`config.mk`:
```
export PLATFORM = sky130hd
export DESIGN_NAME = i2c_blk_cfg_slave
export DESIGN_NICKNAME = d
export VERILOG_FILES = /design/src/rtl/i2c_blk_cfg_pkg.sv /design/src/rtl/i2c_blk_cfg_sync.sv /design/src/rtl/i2c_blk_cfg_regs.sv /design/src/rtl/i2c_blk_cfg_fsm.sv /design/src/rtl/i2c_blk_cfg_slave.sv
export SDC_FILE = /design/constraint.sdc
export NUM_CORES = 1
export LEC_CHECK = 0
export ABC_AREA = 1
export BUFFER_PORTS_ARGS = -buffer_cell sky130_fd_sc_hd__buf_2
export CAP_MARGIN = 5
export CORE_MARGIN = 4
export CORE_UTILIZATION = 64
export DETAILED_ROUTE_END_ITERATION = 8
export PLACE_DENSITY = 0.86
export SLEW_MARGIN = 10
export SYNTH_ARGS = -nofsm -noshare
export SYNTH_HDL_FRONTEND = slang
export SYNTH_HIERARCHICAL = 1
export SYNTH_SLANG_ARGS = --single-unit
```
`constraint.sdc`:
```
create_clock -name clk_i -period 5.3 [get_ports clk_i]
set_clock_uncertainty 0.05 [all_clocks]
set_input_delay 0.265 -clock clk_i [delete_from_list [all_inputs] [get_ports clk_i]]
set_output_delay 0.265 -clock clk_i [all_outputs]
set_load 0.05 [all_outputs]
```
`src/rtl/i2c_blk_cfg_pkg.sv`:
```
package i2c_blk_cfg_pkg;
  localparam int unsigned BYTE_W = 8;

  typedef enum logic [2:0] {
    ST_IDLE,
    ST_RX,
    ST_RX_ACK,
    ST_TX,
    ST_TX_ACK
  } st_e;

  typedef enum logic [1:0] {
    PH_ADDR,
    PH_CMD,
    PH_CNT,
    PH_DATA
  } ph_e;
endpackage

```
`src/rtl/i2c_blk_cfg_sync.sv`:
```
module i2c_blk_cfg_sync #(
  parameter int unsigned STAGES = 2
) (
  input  logic clk_i,
  input  logic rst_ni,
  input  logic scl_i,
  input  logic sda_i,
  output logic scl_o,
  output logic sda_o,
  output logic scl_rise_o,
  output logic scl_fall_o,
  output logic start_o,
  output logic stop_o
);
  logic [STAGES-1:0] scl_ff, sda_ff;
  logic scl_q, sda_q;

  always_ff @(posedge clk_i or negedge rst_ni) begin
    if (!rst_ni) begin
      scl_ff <= '1;
      sda_ff <= '1;
      scl_q  <= 1'b1;
      sda_q  <= 1'b1;
    end else begin
      scl_ff <= {scl_ff[STAGES-2:0], scl_i};
      sda_ff <= {sda_ff[STAGES-2:0], sda_i};
      scl_q  <= scl_ff[STAGES-1];
      sda_q  <= sda_ff[STAGES-1];
    end
  end

  assign scl_o      = scl_ff[STAGES-1];
  assign sda_o      = sda_ff[STAGES-1];
  assign scl_rise_o = scl_o & ~scl_q;
  assign scl_fall_o = ~scl_o & scl_q;
  // SDA edges while SCL stays high
  assign start_o    = scl_o & scl_q & sda_q & ~sda_o;
  assign stop_o     = scl_o & scl_q & ~sda_q & sda_o;
endmodule

```
`src/rtl/i2c_blk_cfg_regs.sv`:
```
module i2c_blk_cfg_regs #(
  parameter int unsigned N_REGS = 6,
  parameter int unsigned IDX_W  = 3,
  parameter logic [N_REGS*8-1:0] REG_DEFAULT = '0
) (
  input  logic                  clk_i,
  input  logic                  rst_ni,
  input  logic                  wr_en_i,
  input  logic [IDX_W-1:0]      wr_idx_i,
  input  logic [7:0]            wr_data_i,
  output logic [N_REGS-1:0][7:0] regs_o
);
  for (genvar i = 0; i < N_REGS; i++) begin : g_reg
    logic [7:0] q;
    always_ff @(posedge clk_i or negedge rst_ni) begin
      if (!rst_ni)                                   q <= REG_DEFAULT[i*8 +: 8];
      else if (wr_en_i && wr_idx_i == IDX_W'(i))     q <= wr_data_i;
    end
    assign regs_o[i] = q;
  end
endmodule

```
`src/rtl/i2c_blk_cfg_fsm.sv`:
```
module i2c_blk_cfg_fsm
  import i2c_blk_cfg_pkg::*;
#(
  parameter int unsigned N_REGS   = 6,
  parameter int unsigned IDX_W    = 3,
  parameter logic [6:0]  DEV_ADDR = 7'h69
) (
  input  logic                   clk_i,
  input  logic                   rst_ni,
  input  logic                   sda_i,
  input  logic                   scl_rise_i,
  input  logic                   scl_fall_i,
  input  logic                   start_i,
  input  logic                   stop_i,
  input  logic [N_REGS-1:0][7:0] regs_i,
  output logic                   sda_oe_o,
  output logic                   wr_en_o,
  output logic [IDX_W-1:0]       wr_idx_o,
  output logic [7:0]             wr_data_o
);
  st_e              st_q;
  ph_e              ph_q;
  logic [3:0]       bit_cnt_q;
  logic [2:0]       tx_cnt_q;
  logic [7:0]       shreg_q;
  logic             rd_q;
  logic             mst_nack_q;
  logic [IDX_W-1:0] data_idx_q;
  logic [IDX_W-1:0] tx_idx_q;
  logic [7:0]       tx_byte;

  // byte count first, then registers, then idle-high filler
  always_comb begin
    if (tx_idx_q == '0)                     tx_byte = 8'(N_REGS);
    else if (tx_idx_q <= IDX_W'(N_REGS))    tx_byte = regs_i[tx_idx_q - IDX_W'(1)];
    else                                    tx_byte = 8'hFF;
  end

  always_ff @(posedge clk_i or negedge rst_ni) begin
    if (!rst_ni) begin
      st_q       <= ST_IDLE;
      ph_q       <= PH_ADDR;
      bit_cnt_q  <= '0;
      tx_cnt_q   <= '0;
      shreg_q    <= '0;
      rd_q       <= 1'b0;
      mst_nack_q <= 1'b0;
      data_idx_q <= '0;
      tx_idx_q   <= '0;
      sda_oe_o   <= 1'b0;
      wr_en_o    <= 1'b0;
      wr_idx_o   <= '0;
      wr_data_o  <= '0;
    end else begin
      wr_en_o <= 1'b0;
      if (stop_i) begin
        st_q     <= ST_IDLE;
        sda_oe_o <= 1'b0;
      end else if (start_i) begin
        st_q      <= ST_RX;
        ph_q      <= PH_ADDR;
        bit_cnt_q <= '0;
        rd_q      <= 1'b0;
        sda_oe_o  <= 1'b0;
      end else begin
        unique case (st_q)
          ST_IDLE: ;
          ST_RX: begin
            if (scl_rise_i && bit_cnt_q != 4'd8) begin
              shreg_q   <= {shreg_q[6:0], sda_i};
              bit_cnt_q <= bit_cnt_q + 4'd1;
            end else if (scl_fall_i && bit_cnt_q == 4'd8) begin
              bit_cnt_q <= '0;
              unique case (ph_q)
                PH_ADDR: begin
                  if (shreg_q[7:1] == DEV_ADDR) begin
                    st_q     <= ST_RX_ACK;
                    sda_oe_o <= 1'b1;
                    rd_q     <= shreg_q[0];
                    ph_q     <= PH_CMD;
                    tx_idx_q <= '0;
                  end else begin
                    st_q <= ST_IDLE;
                  end
                end
                PH_CMD: begin
                  st_q     <= ST_RX_ACK;
                  sda_oe_o <= 1'b1;
                  ph_q     <= PH_CNT;
                end
                PH_CNT: begin
                  st_q       <= ST_RX_ACK;
                  sda_oe_o   <= 1'b1;
                  ph_q       <= PH_DATA;
                  data_idx_q <= '0;
                end
                PH_DATA: begin
                  if (data_idx_q < IDX_W'(N_REGS)) begin
                    st_q       <= ST_RX_ACK;
                    sda_oe_o   <= 1'b1;
                    wr_en_o    <= 1'b1;
                    wr_idx_o   <= data_idx_q;
                    wr_data_o  <= shreg_q;
                    data_idx_q <= data_idx_q + IDX_W'(1);
                  end else begin
                    st_q <= ST_IDLE;
                  end
                end
                default: st_q <= ST_IDLE;
              endcase
            end
          end
          ST_RX_ACK: begin
            if (scl_fall_i) begin
              if (rd_q) begin
                st_q     <= ST_TX;
                tx_cnt_q <= '0;
                shreg_q  <= tx_byte;
                sda_oe_o <= ~tx_byte[7];
                tx_idx_q <= tx_idx_q + IDX_W'(1);
              end else begin
                st_q     <= ST_RX;
                sda_oe_o <= 1'b0;
              end
            end
          end
          ST_TX: begin
            if (scl_fall_i) begin
              if (tx_cnt_q == 3'd7) begin
                st_q     <= ST_TX_ACK;
                sda_oe_o <= 1'b0;
              end else begin
                shreg_q  <= {shreg_q[6:0], 1'b1};
                sda_oe_o <= ~shreg_q[6];
                tx_cnt_q <= tx_cnt_q + 3'd1;
              end
            end
          end
          ST_TX_ACK: begin
            if (scl_rise_i) mst_nack_q <= sda_i;
            if (scl_fall_i) begin
              if (mst_nack_q) begin
                st_q <= ST_IDLE;
              end else begin
                st_q     <= ST_TX;
                tx_cnt_q <= '0;
                shreg_q  <= tx_byte;
                sda_oe_o <= ~tx_byte[7];
                if (tx_idx_q != IDX_W'(N_REGS + 1)) tx_idx_q <= tx_idx_q + IDX_W'(1);
              end
            end
          end
          default: st_q <= ST_IDLE;
        endcase
      end
    end
  end
endmodule

```
`src/rtl/i2c_blk_cfg_slave.sv`:
```
module i2c_blk_cfg_slave #(
  parameter int unsigned N_REGS      = 6,
  parameter logic [6:0]  DEV_ADDR    = 7'h69,
  parameter int unsigned SYNC_STAGES = 2,
  parameter logic [N_REGS*8-1:0] REG_DEFAULT = '0
) (
  input  logic                clk_i,
  input  logic                rst_ni,
  input  logic                scl_i,
  input  logic                sda_i,
  output logic                sda_oe_o,
  output logic [N_REGS*8-1:0] regs_o
);
  localparam int unsigned IDX_W = $clog2(N_REGS + 2);

  logic scl_s, sda_s, scl_rise, scl_fall, start_w, stop_w;
  logic wr_en;
  logic [IDX_W-1:0] wr_idx;
  logic [7:0] wr_data;
  logic [N_REGS-1:0][7:0] regs_w;

  i2c_blk_cfg_sync #(.STAGES(SYNC_STAGES)) u_sync (
    .clk_i, .rst_ni, .scl_i, .sda_i,
    .scl_o(scl_s), .sda_o(sda_s), .scl_rise_o(scl_rise), .scl_fall_o(scl_fall),
    .start_o(start_w), .stop_o(stop_w)
  );

  i2c_blk_cfg_fsm #(.N_REGS(N_REGS), .IDX_W(IDX_W), .DEV_ADDR(DEV_ADDR)) u_fsm (
    .clk_i, .rst_ni, .sda_i(sda_s), .scl_rise_i(scl_rise), .scl_fall_i(scl_fall),
    .start_i(start_w), .stop_i(stop_w), .regs_i(regs_w),
    .sda_oe_o, .wr_en_o(wr_en), .wr_idx_o(wr_idx), .wr_data_o(wr_data)
  );

  i2c_blk_cfg_regs #(.N_REGS(N_REGS), .IDX_W(IDX_W), .REG_DEFAULT(REG_DEFAULT)) u_regs (
    .clk_i, .rst_ni, .wr_en_i(wr_en), .wr_idx_i(wr_idx), .wr_data_i(wr_data),
    .regs_o(regs_w)
  );

  assign regs_o = regs_w;
endmodule

```
**Yosys cells after proc, flatten, opt, wreduce, memory -nomap -nowiden**

Cells that the tools add are included.

- $add $sub $neg: 5
- Order comparisons: 3
- Equality and inequality tests: 42
- Multiplexer cells: 82
- Bitwise logic cells: 16
- Reduce and logical (&&, ||, !) cells: 35

Operators with widths:

| operator | number |
|---|---|
| $mux 8 | 10 |
| $mux 3 | 24 |
| $pmux 8 s4 | 1 |
| $pmux 3 s3 | 3 |
| $mux 1 | 25 |
| $bmux 8 s3 | 1 |
| $reduce_and 7->1 | 3 |
| $ne 4x3->1 const B | 5 |
| $mux 2 | 9 |
| $ne 2x1->1 const B | 9 |
| $reduce_and 9->1 | 2 |
| $mux 4 | 4 |
| $pmux 3 s5 | 1 |
| $eq 3x2->1 const B | 4 |
| $eq 3x3->1 const B | 4 |
| $ne 4x4->1 const B | 3 |
| $reduce_and 12->1 | 1 |
| $reduce_and 6->1 | 2 |
| $ne 2x2->1 const B | 5 |
| $ne 5x4->1 const B | 2 |
| $reduce_and 10->1 | 1 |
| $reduce_bool 2->1 | 5 |
| $add 3x1->3 const B | 3 |
| $logic_not 3->1 | 3 |
| other kinds (26) | 53 |

- Register bits: 95
- Bits of input ports: 4
- Output and inout bits: 49
- Logic and storage cells: 206

**Depth between registers and ports, before layout**

Gate-level depths: netlist of the first run.

- Depth after elaboration: 11
- Depth in mapped cells: 15
- Mapped depth without buffers: 13

**Hierarchy**

Netlist of the first run, hierarchy kept.

By module, submodules not included:

| module | instances | cells each | area an instance (µm²) | seq. area each (µm²) |
|---|---|---|---|---|
| i2c_blk_cfg_fsm | 1 | 441 | 2991.6 | 1026.0 |
| i2c_blk_cfg_regs | 1 | 217 | 1953.1 | 1201.2 |
| i2c_blk_cfg_sync | 1 | 17 | 198.9 | 157.7 |

**Least setup slack after synthesis of the first run**

No wires, ideal clock.

- Path type: register to register
- Start: register u_fsm.tx_idx_q[0]
- End: register u_fsm.shreg_q[1]
- Library setup time: 0.071 ns
- Arrival time: 1.874 ns
- Required time: 5.179 ns
- Path slack: 3.305 ns
- Cell stages (with the launch flop): 13
- Path buffers: 3
- Clock period less this slack: 1.995 ns
- Cell sequence: dfrtp_1 > buf_2 > inv_1 > buf_2 > ha_1 > clkbuf_1 > nor2_1 > o21ai_0 > nand2_1 > nand2_1 > a21oi_1 > nor2_1 > nor2_1

- Word-level cells in the longest chain between the ends: 8
- Elaborated cells on any way between the ends: 12
- Those cells by class: add/sub: 1; order compare: 1; mux: 9; reduce/logical: 1

RTL lines:

| what | RTL line | text |
|---|---|---|
| start: declaration | i2c_blk_cfg_fsm.sv:29 | `logic [IDX_W-1:0] tx_idx_q;` |
| start signal: assignment | i2c_blk_cfg_fsm.sv:120 | `tx_idx_q <= tx_idx_q + IDX_W'(1);` |
| start signal: assignment | i2c_blk_cfg_fsm.sv:149 | `if (tx_idx_q != IDX_W'(N_REGS + 1)) tx_idx_q <= tx_idx_q + IDX_W'(1);` |
| $sub 3x1->3 | i2c_blk_cfg_fsm.sv:35 | `else if (tx_idx_q <= IDX_W'(N_REGS)) tx_byte = regs_i[tx_idx_q - IDX_W'(1)];` |
| $bmux 8 s3 | i2c_blk_cfg_fsm.sv:35 |  |
| $mux 8 (implied by the code) | i2c_blk_cfg_fsm.sv:35 |  |
| $mux 8 | i2c_blk_cfg_fsm.sv:35 |  |
| $mux 8 * | i2c_blk_cfg_fsm.sv:34 | `if (tx_idx_q == '0) tx_byte = 8'(N_REGS);` |
| $mux 8, on equally long branches | i2c_blk_cfg_fsm.sv:142, i2c_blk_cfg_fsm.sv:115 |  |
| $mux 8, on equally long branches | i2c_blk_cfg_fsm.sv:141, i2c_blk_cfg_fsm.sv:114 |  |
| $pmux 8 s4 * | i2c_blk_cfg_fsm.sv:66 | `unique case (st_q)` |
| end signal: assignment | i2c_blk_cfg_fsm.sv:70 | `shreg_q <= {shreg_q[6:0], sda_i};` |
| end signal: assignment | i2c_blk_cfg_fsm.sv:133 | `shreg_q <= {shreg_q[6:0], 1'b1};` |
| end signal: assignment | i2c_blk_cfg_fsm.sv:147 | `shreg_q <= tx_byte;` |
| end: declaration | i2c_blk_cfg_fsm.sv:25 | `logic [7:0] shreg_q;` |

Mark *: on every way between the ends. The rest lies on a longest branch, timed or not. The select of a mux whose other input is x is not followed.
A chain may end at the register's enable or synchronous reset.

**Worst setup path in the final report of the first run**

Ends and elaborated chain as after synthesis.

==> results of run 1 <==
-- through the flow --
stage                     hold WS, ns  area, um2  utilization (%)  cells  power [mW]
after detailed placement        0.253       5470             70.5    817        1.77
after global placement          0.240       5470             70.5    817        1.74
after floorplan               -0.0806       5140                -    675        1.59
after global routing            0.313       5730             73.8    836        2.48
final                           0.312       5730             73.8    836        2.33
after CTS                       0.312       5730             73.8    836        2.31
-- power by group --
group / total [mW] / internal [mW] / switching (mW)
Sequential: 0.903 / 0.801 / 0.102
Clock: 0.543 / 0.281 / 0.262
Combinational: 0.881 / 0.273 / 0.608
Total: 2.33 / 1.35 / 0.973
-- layout make-up --
| type | count | share of cell area [%] |
|---|---|---|
| clock inverter | 6 | 1.57 |
| timing repair buffer | 56 | 5.24 |
| sequential | 95 | 41.6 |
| clock buffer | 10 | 2.40 |
| tap | 102 | 2.23 |
| multi-input combinational | 511 | 43.2 |
| inverter | 56 | 3.75 |
-- how the worst max path moves through the flow --
stage,from,to,slack (ns),cells after the start
CTS,u_fsm/tx_idx_q[0],u_fsm/shreg_q[1],2.18,10
global route,u_fsm/tx_idx_q[0],u_fsm/shreg_q[1],1.79,10
detailed placement,u_fsm/tx_idx_q[0],u_fsm/shreg_q[1],2.20,10
floorplan,u_fsm/tx_idx_q[0],u_fsm/shreg_q[1],3.30,12
finish,u_fsm/tx_idx_q[0],u_fsm/shreg_q[1],2.11,10
global placement,u_fsm/tx_idx_q[0],u_fsm/shreg_q[7],2.37,8
-- metal layers --
layer / GRT usage, % / part of all wire, % / up-vias
met5: 0 / 0 / -
met4: 7.03 / 2.1 / 0
met3: 8.33 / 9.6 / 27
met2: 46.1 / 46 / 250
met1: 42.6 / 42 / 2281
li1: - / - / 2272
-- critical path, cell delays in order, from the launching register on --
cell	delay (ns)
dfrtp_1	0.90
inv_1	0.59
ha_1	0.73
inv_1	0.17
nor2_1	0.12
o21ai_0	0.08
nand2_1	0.09
nand2_1	0.05
a21oi_1	0.19
nor2_1	0.06
nor2_1	0.09
-- cell usage in the layout, fill, tap and decap left out, drive strengths merged --
| cell | Yosys | routed |
|---|---|---|
| a21boi | 1 | 1 |
| a21oi | 24 | 24 |
| buf | 10 | 53 |
| bufinv | 0 | 2 |
| clkbuf | 3 | 10 |
| clkinv | 2 | 3 |
| clkinvlp | 0 | 1 |
| dfrtp | 89 | 89 |
| dfstp | 6 | 6 |
| dlygate4sd3 | 0 | 3 |
| ha | 14 | 14 |
| inv | 54 | 56 |
| mux2 | 1 | 1 |
| nand2 | 270 | 270 |
| nand3 | 76 | 76 |
| nand3b | 1 | 1 |
| nand4 | 14 | 14 |
| nor2 | 68 | 68 |
| nor3 | 4 | 4 |
| o211ai | 1 | 1 |
| o21ai | 33 | 33 |
| o31ai | 1 | 1 |
| or2 | 1 | 1 |
| xnor2 | 1 | 1 |
| xor2 | 1 | 1 |
-- Yosys cell counts (all sizes together) --
master	count
nand3b	1
o211ai	1
nand4	14
inv	54
a21boi	1
dfrtp	89
buf	10
clkinv	2
a21oi	24
clkbuf	3
nand3	76
o21ai	33
xnor2	1
o31ai	1
mux2	1
xor2	1
nand2	270
or2	1
nor3	4
dfstp	6
ha	14
nor2	68
-- logic make-up (layout without fill, tap and decap cells) --
kind of cell / after synthesis / in the layout / share of synthesized area (%)
flops: 95 / 95 / 46.4
mux: 1 / 1 / 0.219
xor+xnor: 2 / 2 / 0.341
simple gates: 434 / 434 / 38.0
fa+ha+maj: 14 / 14 / 3.41
compound gates: 60 / 60 / 6.20
buf+inv: 69 / 128 / 5.50
-- state kept, by name (all words and copies together), names as in the netlist, 2 cells and up --
signal,cells
u_fsm/bit_cnt_q,4
u_fsm/data_idx_q,3
u_fsm/ph_q,2
u_fsm/shreg_q,8
u_fsm/st_q,3
u_fsm/tx_cnt_q,3
u_fsm/tx_idx_q,3
u_fsm/wr_data_o,8
u_fsm/wr_idx_o,3
u_regs/g.q,48
u_sync/scl_ff,2
u_sync/sda_ff,2
==> impl_results.md, run 1 <==
- Status: complete, no violations
- CTS resizes: 0
- PwrDens: 406 nW/um2
- Synth warn: 6
- Critical path class: reg2reg
- DRT Pass-1 Iters: 5
- Max-slew headroom: 44.0%
- VDD IR max: 0.000203 V
- Die H: around 100 um
- Setup TNS Final: 0 ns
- 1st-iter DRT viols: 325
- # Max-Cap Violations: 0
- Chip width: 97.7 um
- Fin. max-slew vios: 0
- Pin count of the biggest net entering global routing: 50
- #FFs+latches synth: 95
- Fill cell total of the finished layout: 615
- Reg2Reg Setup Slack: 2.11 ns
- PortBufs: 52
- Wire length per cell: 16.5 um
- Post-CTS Setup Inserts: 0
- Leak: 3.15 nW
- Worst Min Path Start: u_sync/scl_ff[0]
- Post-place setup slack: about 2.2 ns
- Clk_lat worst skew: 0.36 ns
- Root Buffer: clkbuf_8
- # nets final: 747
- Max Buffers Root-to-Sink: 2
- Synth top area share: approximately 43%
- Syn Area/Cell: roughly 7.6 um2
- Fin worst setup slack: 2.11 ns
- I/O pins: 53
- Post-synthesis sequential area ratio: 46.4%
- Placer congestion estimate: between 1 and 1.5
- Layout area overhead: 11.4%
- Final Cycle Share: 60.3%
- Vias per cell: between 5 and 6
- Crit path time final: ~3.2 ns
- Core Box Area: slightly below 8000 um2
- Mapped cell area: 5140 um2
- RSZ-0062 raised after global routing: no
- Final Hold Fails: 0
- Post-synth top area cell: dfrtp_1
- WHS Path Cells: 0
- Hold-fix buffers, CTS: 3
- Multi-input logic area: 2480 um2
- First-pass GRT wire length: roughly 23,000 um
- DP HPWL: 9950 um
- Final setup violation count: 0
- Diodes inserted: 0
- Worst-path clk slew: around 0.1 ns
- Max Freq: 313 MHz
- Cts bufs inserted: 9
- Routed wire length: between 10,000 and 15,000 um
- Crit path arrival time: 3.44 ns
- GR Util All Layers: 30.0%
- Synth Instances: 675
- Initial antenna violation count: 0
- Total number of vias: 4,830
- Rows: 32
- Setup crit end kind: flop
- R2R depth: 10
- Syn_nets: 693
- Fraction of layout cells with a size suffix above 1: about 16%
- CTS tree: done
- Unique masters post-synth: 36
- Drt drc: 0
- Total Die Area: 9540 um2
- Hold Path Sink: u_sync/scl_ff[1]
- Worst setup SP type: flop
- Worst-path fanout max: 28
- Initial Utilization: 66.2%
- R2R Path End: u_fsm/shreg_q[1]
- Worst flop-to-flop path startpoint: u_fsm/tx_idx_q[0]
- Number of global-route vias before repair: about 4,500
- Worst slew pin tran: 0.840 ns
- Reg area: 2380 um2
- HP Class: reg2reg
- H-Tree Depth: 3
- Synth top area cells: dfrtp_1, nand2_1, nand3_1, nor2_1, inv_1
- Clk sinks: 95
- ANT nets after route: 0
- Critical Path RT: 5.55 ns
- Grt total ovfl: 0
No activity file was read; power rests on OpenSTA's default activity.
==> run 2, diff against run 1 <==
ABC_AREA = 0   (was 1)
CORE_UTILIZATION = 59   (was 64)
PLACE_DENSITY = 0.8   (was 0.86)
clock period = 3.3 ns   (was 5.3 ns; I/O delays follow)
==> run 2 against run 1 <==
  * Via count is 28% lower
  * Largest cell class is now registers
  * Routed wire length fell by 18%
  * Register-to-register slack worse by 1.4 ns
  * Die area rose by 1.6%
  * Critical path depth is 5 lower
  * Flip-flop and latch count stayed put
  * Worst setup slack worse by 1.4 ns
  * Critical path type unchanged
  * Non-clock buffer count up 8
  * First-iteration DRC count down 42%
==> impl_results.md, run 2 <==
- Status: complete, no violations
- Sw power: 0.683 mW (-30%)
- Regs by FF count: u_regs/g.q: 48 flops, u_fsm/shreg_q: 8 flops, u_fsm/wr_data_o: 8 flops
- Biggest register: u_regs/g.q
- Wire length per cell: 19.9 um (+21%)
- Dpl cells: 545 (-33%)
- Fraction of layout cells with a size suffix above 1: 36.0% (+20 points)
- Most used DFF post-synth: dfrtp_1
- Total number of vias: 3,456 (-28%)
- Most common cell after layout, fill and taps aside: dfrtp_1
- Placer congestion estimate: 0.989 (-4.1%)
- P_int: 1.79 mW (+32%)
- Setup crit end kind: flop
- # nets final: 475 (-36%)
- Vias per cell: 6.14 (+6.2%)
- DRT Pass-1 Iters: 4 (-1)
- Synth top area cells: dfrtp_1, mux2_2, mux4_2, ha_1, dfstp_2
- Post-synthesis mux area share: 21.0% (+21 points)
- Max Buffers Root-to-Sink: 2 (unchanged)
- 1st-iter DRT viols: 187 (-42%)
- Final Hold Fails: 0 (unchanged)
- Drt drc: 0 (unchanged)
- HP Class: in2async
- R2R depth: 5 (-5)
- PortBufs: 52 (unchanged)
- Setup TNS Final: 0 ns (unchanged)
- Fill cell total of the finished layout: 572 (-7.0%)
- Initial Utilization: 61.5% (-4.7 points)
- Syn_nets: 417 (-40%)
- Post-Synth Adder-Cell Area: 3.63% (+0.22 points)
- Clk sinks: 95 (unchanged)
- Post-CTS Setup Inserts: 0 (unchanged)
- Area share of and/or/nand/nor cells after synthesis: 12.3% (-26 points)
- Commonest cells in the netlist: dfrtp_1, mux2_2, nand2_1, a21oi_1, nor2_1
- Largest register FFs: 48 (unchanged)
- Layout area overhead: 13.2%
- Post-synthesis sequential area ratio: 49.4% (+3.1 points)
- Worst setup SP type: flop
- Crit path arrival time: 2.74 ns (-0.70 ns)
- Part of the power in registers: 53.5% (+15 points)
- #FFs+latches synth: 95 (unchanged)
- Rows: 32 (unchanged)
- Largest family of logic cells by synthesized area: multiplexers
- Number of global-route vias before repair: 3,560 (-21%)
- Max incr delay on CP: 0.58 ns (-0.32 ns)
- Syn Area/Cell: 12.1 um2 (+59%)
- Cts bufs inserted: 9 (unchanged)
- Synth Area in Compound Gates: 9.93% (+3.7 points)
- Cell Chain, Critical Path: and4b_1 > nor2_1 > and3_1 > nand2_1 > mux2_1
- GR Util All Layers: 24.5% (-5.6 points)
- Most frequent cells in the layout: dfrtp_1, mux2_2, buf_2
- Fraction of registers with async set/reset: 100% (unchanged)
- Sw Share: 27.6% (-14 points)
- Critical Path RT: 3.49 ns (-2.06 ns)
- I/O pins: 53 (unchanged)
- Root Buffer: clkbuf_8
- Grt total ovfl: 0 (unchanged)
- Mapped cell area: 4830 um2 (-6.2%)
- Max Freq: 393 MHz (+25%)
- # Max-Cap Violations: 0 (unchanged)
- Clock power frac: 34.6% (+11 points)
- Critical path class: reg2reg
- Crit-path leading delay family: simple AND/OR/NAND/NOR gates
- Chip width: 98.4 um (+0.81%)
- Worst-path fanout max: 14 (-50%)
- Slowest CP cell: dfstp_2
- Diodes inserted: 0 (unchanged)
- DP HPWL: 7810 um (-22%)
- CTS tree: done
- Final Cycle Share: 77.2% (+17 points)
- RSZ-0062 raised after global routing: no
- Count leader, synth: dfrtp_1
- Synth warn: 6 (unchanged)
- Pin count of the biggest net entering global routing: 41 (-18%)
- First-pass GRT wire length: 18,600 um (-19%)
- EDFF count, synth: 0 (unchanged)
- Post-synthesis xor/xnor area fraction: 0.726% (+0.39 points)
- Final cell count without fillers: 563 (-33%)
- Combinational power share: 11.9% (-26 points)
- Clk_lat worst skew: 0.37 ns (about the same)
- Initial antenna violation count: 0 (unchanged)
- H-Tree Depth: 3 (unchanged)
- CTS resizes: 0 (unchanged)
- Worst slew pin tran: 0.787 ns (-0.0531 ns)
- VDD IR max: 0.000331 V (+63%)
- Worst-path clk slew: 0.10 ns (about the same)
- Synth Instances: 399 (-41%)
- Final setup violation count: 0 (unchanged)
- Fin. max-slew vios: 0 (unchanged)
- Max-slew headroom: 46.9% (+2.9 points)
- Core Box Area: 7850 um2 (+1.0%)
- Crit path time final: 2.55 ns (-0.647 ns)
- Routed wire length: 11,200 um (-18%)
- Unique masters post-synth: 64 (+78%)
- Leak: 2.64 nW (-16%)
- Synth top area share: 46.1% (+2.9 points)
- Worst flop-to-flop path startpoint: u_sync/scl_ff[1]
- Hold-fix buffers, CTS: 3 (unchanged)
- Crit path from: u_sync/scl_ff[1]
- PwrDens: 454 nW/um2 (+12%)
- Stages on worst setup path: 5 (-5)
- Critical path buffer and inverter count: 0 (-2)
- ANT nets after route: 0 (unchanged)
- Post-synth top area cell: dfrtp_1
- Die H: 98.4 um (+0.81%)
- Total Die Area: 9690 um2 (+1.6%)
[run 2: cell families after synthesis]
logic type / after synthesis
xor gates and xnor gates: 4
adders and majority gates: 14
and+or+nand+nor: 101
DFF: 95
AOI/OAI and AO/OA: 71
muxes: 83
buffers and inverters: 31
[run 2: path summary, 6_finish.rpt]
check	end	slack (ns)
max	u_fsm/wr_data_o[5]	0.75
min reg2reg	u_sync/sda_ff[1]	0.31
max reg2reg	u_fsm/wr_data_o[5]	0.75
min in group clk_i	u_sync/sda_ff[1]	0.31
min	u_fsm/tx_cnt_q[0]	0.27
max in group asynchronous	u_fsm/shreg_q[3]	2.13
[run 2: power groups by stage]
stage / Clock [mW] / Sequential, mW / Combinational [mW]
final: 0.856 / 1.33 / 0.295
after global routing: 0.917 / 1.34 / 0.329
after CTS: 0.864 / 1.32 / 0.292
after detailed placement: 0 / 1.35 / 0.288
after global placement: 0 / 1.34 / 0.275
after floorplan: 0 / 1.31 / 0.211
[run 2: area by class of cell]
| type | instances | area [um2] | share of cell area (%) |
|---|---|---|---|
| clock buffers | 9 | 124 | 2.27 |
| clock inverters | 6 | 93.8 | 1.72 |
| inverters | 14 | 52.6 | 0.962 |
| multi-input cells | 273 | 2320 | 42.5 |
| flip-flops and latches | 95 | 2380 | 43.7 |
| well taps | 102 | 128 | 2.34 |
| repair buffers | 64 | 360 | 6.60 |
[run 2: per-stage QoR]
| stage | setup slack, ns | utilization [%] | instance area, um2 | power [mW] | hold slack (ns) |
|---|---|---|---|---|---|
| CTS | 0.760 | 69.6 | 5460 | 2.48 | 0.277 |
| finish | 0.753 | 69.6 | 5460 | 2.48 | 0.267 |
| floorplan | 0.767 | - | 4830 | 1.53 | -0.181 |
| detailed placement | 0.794 | 66.4 | 5210 | 1.63 | 0.134 |
| global placement | 0.903 | 66.4 | 5210 | 1.61 | 0.122 |
| global route | 0.588 | 69.6 | 5460 | 2.58 | 0.303 |
[run 2: per-layer routing]
| metal | wire length, um | share of wire, % | track usage (%) | vias to the layer above |
|---|---|---|---|---|
| met5 | 0 | 0 | 0 | - |
| met4 | 400 | 3.6 | 10.6 | 0 |
| met3 | 693 | 6.2 | 4.32 | 33 |
| met2 | 5560 | 49 | 40.0 | 138 |
| met1 | 4570 | 41 | 32.2 | 1707 |
| li1 | - | - | - | 1578 |
==> run 3, diff against run 2 <==
ABC_AREA = 1   (was 0)
clock period = 2.4 ns   (was 3.3 ns; I/O delays follow)
==> run 3 against run 2 <==
  * Routed wire length increased by 20%
  * Maximum frequency increased by 17%
  * Hold slack lost 0.030 ns
  * Final cell count up 50%
  * Cell area up 6.8%
  * Clock power is 64% higher
  * Critical path depth grew 3
  * Global-route usage increased by 3.4 points
  * First-iteration DRC count up 120%
  * Total power rose by 120%
  * Sequential power grew 48%
  * Worst setup slack worse by 0.54 ns
==> impl_results.md, run 3 (synthesis gave the netlist of run 1 again) <==
- Rows: 33 (+3.1%)
- Clk sinks: 95 (unchanged)
- Most frequent cells in the layout: nand2_1, dfrtp_1, nand3_1
- Most common cell after layout, fill and taps aside: nand2_1
- Total power: 5.37 mW (+120%)
- Placer congestion estimate: 1.00 (+1.4%)
- CTS tree: done
- RSZ-0062 raised after global routing: no
- Worst flop-to-flop path startpoint: u_sync/scl_ff[1]
- Drt drc: 0 (unchanged)
- Cts bufs inserted: 9 (unchanged)
- Met3 routed WL: 1100 um (+58%)
- Setup crit end kind: flop
- Fill cell total of the finished layout: 710 (+24%)
- Initial antenna violation count: 0 (unchanged)
- Max Buffers Root-to-Sink: 2 (unchanged)
- Wl on met1: 5950 um (+30%)
- Max-slew headroom: 61.4% (+15 points)
- # nets final: 753 (+59%)
- Total Die Area: 10,300 um2 (+6.0%)
- Worst slew pin tran: 0.580 ns (-0.207 ns)
- Worst-path fanout max: 8 (-6)
- H-Tree Depth: 3 (unchanged)
- Leak: 3.21 nW (+22%)
- Diodes inserted: 0 (unchanged)
- Reg2Reg Setup Slack: 0.21 ns (-0.54 ns)
- First-pass GRT wire length: 22,600 um (+21%)
- Stages on worst setup path: 8 (+3)
- Slowest CP cell: dfstp_2
- DP Area: 5520 um2 (+5.9%)
- Critical path buffer and inverter count: 2 (+2)
- HP Class: in2async
- Cell Chain, Critical Path: nand2_1 > nor2_1 > inv_1 > a21oi_2 > o21ai_1 > inv_1 > nand3_1 > o21ai_0
- Fin. max-slew vios: 0 (unchanged)
- PortBufs: 52 (unchanged)
- Critical Path RT: 2.62 ns (-0.87 ns)
- Chip width: 101 um (+3.0%)
- Critical path class: reg2reg
- Root Buffer: clkbuf_8
- Final setup violation count: 0 (unchanged)
- Crit path arrival time: 2.41 ns (-0.33 ns)
- Final instance area: 5840 um2 (+6.8%)
- Crit path time final: 2.19 ns (-0.362 ns)
- Routed wire length: 13,500 um (+20%)
- Setup TNS Final: 0 ns (unchanged)
- Clk_lat worst skew: 0.37 ns (about the same)
- Pin count of the biggest net entering global routing: 45 (+9.8%)
- Final Hold Fails: 0 (unchanged)
- Worst-path clk slew: 0.09 ns (about the same)
- Max incr delay on CP: 0.56 ns (-0.02 ns)
- Number of global-route vias before repair: 4,523 (+27%)
- VDD IR max: 0.000386 V (+16%)
- Crit-path leading delay family: simple AND/OR/NAND/NOR gates
- Biggest register: u_regs/g.q
- Most frequent cell on the critical path: inv_1
- 1st-iter DRT viols: 413 (+120%)
- Core Box Area: 8340 um2 (+6.3%)
- Met2 wire length: 6100 um (+9.8%)
- Fraction of layout cells with a size suffix above 1: 16.5% (-20 points)
- Vias per cell: 5.66 (-7.8%)
- Largest register FFs: 48 (unchanged)
- Worst setup SP type: flop
- Max Used Layer: met4
- ANT nets after route: 0 (unchanged)
- Regs by FF count: u_regs/g.q: 48 flops, u_fsm/shreg_q: 8 flops, u_fsm/wr_data_o: 8 flops
- PwrDens: 920 nW/um2 (+100%)
- # Max-Cap Violations: 0 (unchanged)
- R2R Path End: u_fsm/bit_cnt_q[0]
- Layout area overhead: 13.5%
- Max Freq: 458 MHz (+17%)
- DRT Pass-1 Iters: 5 (+1)
- Final Cycle Share: 91.1% (+14 points)
- Die H: 101 um (+3.0%)
- Status: complete, no violations
- Grt total ovfl: 0 (unchanged)
- Total number of vias: 4,784 (+38%)
- R2R depth: 8 (+3)
- DP HPWL: 9690 um (+24%)
- I/O pins: 53 (unchanged)
- Wire length per cell: 15.9 um (-20%)
- Initial Utilization: 61.7% (+0.18 points)
- GR Util All Layers: 27.8% (+3.4 points)
-- run 3: where the power goes --
group | leakage [nW] | internal, mW | switching, mW
Sequential | 1.27 | 1.77 | 0.201
Clock | 0.134 | 0.828 | 0.569
Combinational | 1.80 | 0.630 | 1.37
-- run 3: worst max path at each step --
stage	start	endpoint	slack, ns
3_3_place_gp	u_sync/scl_q	u_fsm/wr_data_o[7]	0.29
3_5_place_dp	u_sync/scl_ff[1]	u_fsm/bit_cnt_q[0]	0.25
5_1_grt	u_sync/scl_ff[1]	u_fsm/bit_cnt_q[2]	0.01
6_report	u_sync/scl_ff[1]	u_fsm/bit_cnt_q[0]	0.21
2_1_floorplan	u_fsm/tx_idx_q[0]	u_fsm/shreg_q[1]	0.40
4_1_cts	u_sync/scl_q	u_fsm/wr_data_o[7]	0.23
-- run 3: area by class of cell --
cell class / instances / area [um2] / share of cell area, %
flip-flops and latches: 95 / 2380 / 40.9
repair buffers: 62 / 358 / 6.13
multi-input cells: 511 / 2480 / 42.4
clock buffers: 11 / 141 / 2.42
inverters: 56 / 215 / 3.69
well taps: 105 / 131 / 2.25
clock inverters: 5 / 129 / 2.21
-- run 3: metrics by stage --
| stage | util [%] | instances | hold slack, ns | setup WS [ns] |
|---|---|---|---|---|
| 6_report | 70.0 | 845 | 0.237 | 0.215 |
| 4_1_cts | 69.8 | 843 | 0.244 | 0.235 |
| 3_5_place_dp | 66.2 | 824 | 0.105 | 0.253 |
| 2_1_floorplan | - | 675 | -0.226 | 0.405 |
| 3_3_place_gp | 66.2 | 824 | 0.0932 | 0.292 |
| 5_1_grt | 70.0 | 845 | 0.297 | 0.0105 |
-- run 3: worst reg2reg max path: cells and delay by family (launching register included) --
| kind | cells | cell delay, ns |
|---|---|---|
| and+or+nand+nor | 3 | 0.59 |
| DFF | 1 | 0.56 |
| AOI/OAI and AO/OA | 3 | 0.48 |
| buffers and inverters | 2 | 0.41 |
-- run 3: routing by layer --
layer,vias up,track usage [%]
met2,206,42.6
met5,-,0
met4,0,10.7
li1,2285,-
met3,28,4.61
met1,2265,39.8
-- run 3: timing repair --
action / 4_1_cts / 5_1_grt
setup buffers: 0 / 2
resized for setup: 0 / 0
hold buffers: 3 / 0
hold endpoints to repair: 44 / 0
endpoints found under the setup margin: 0 / 3
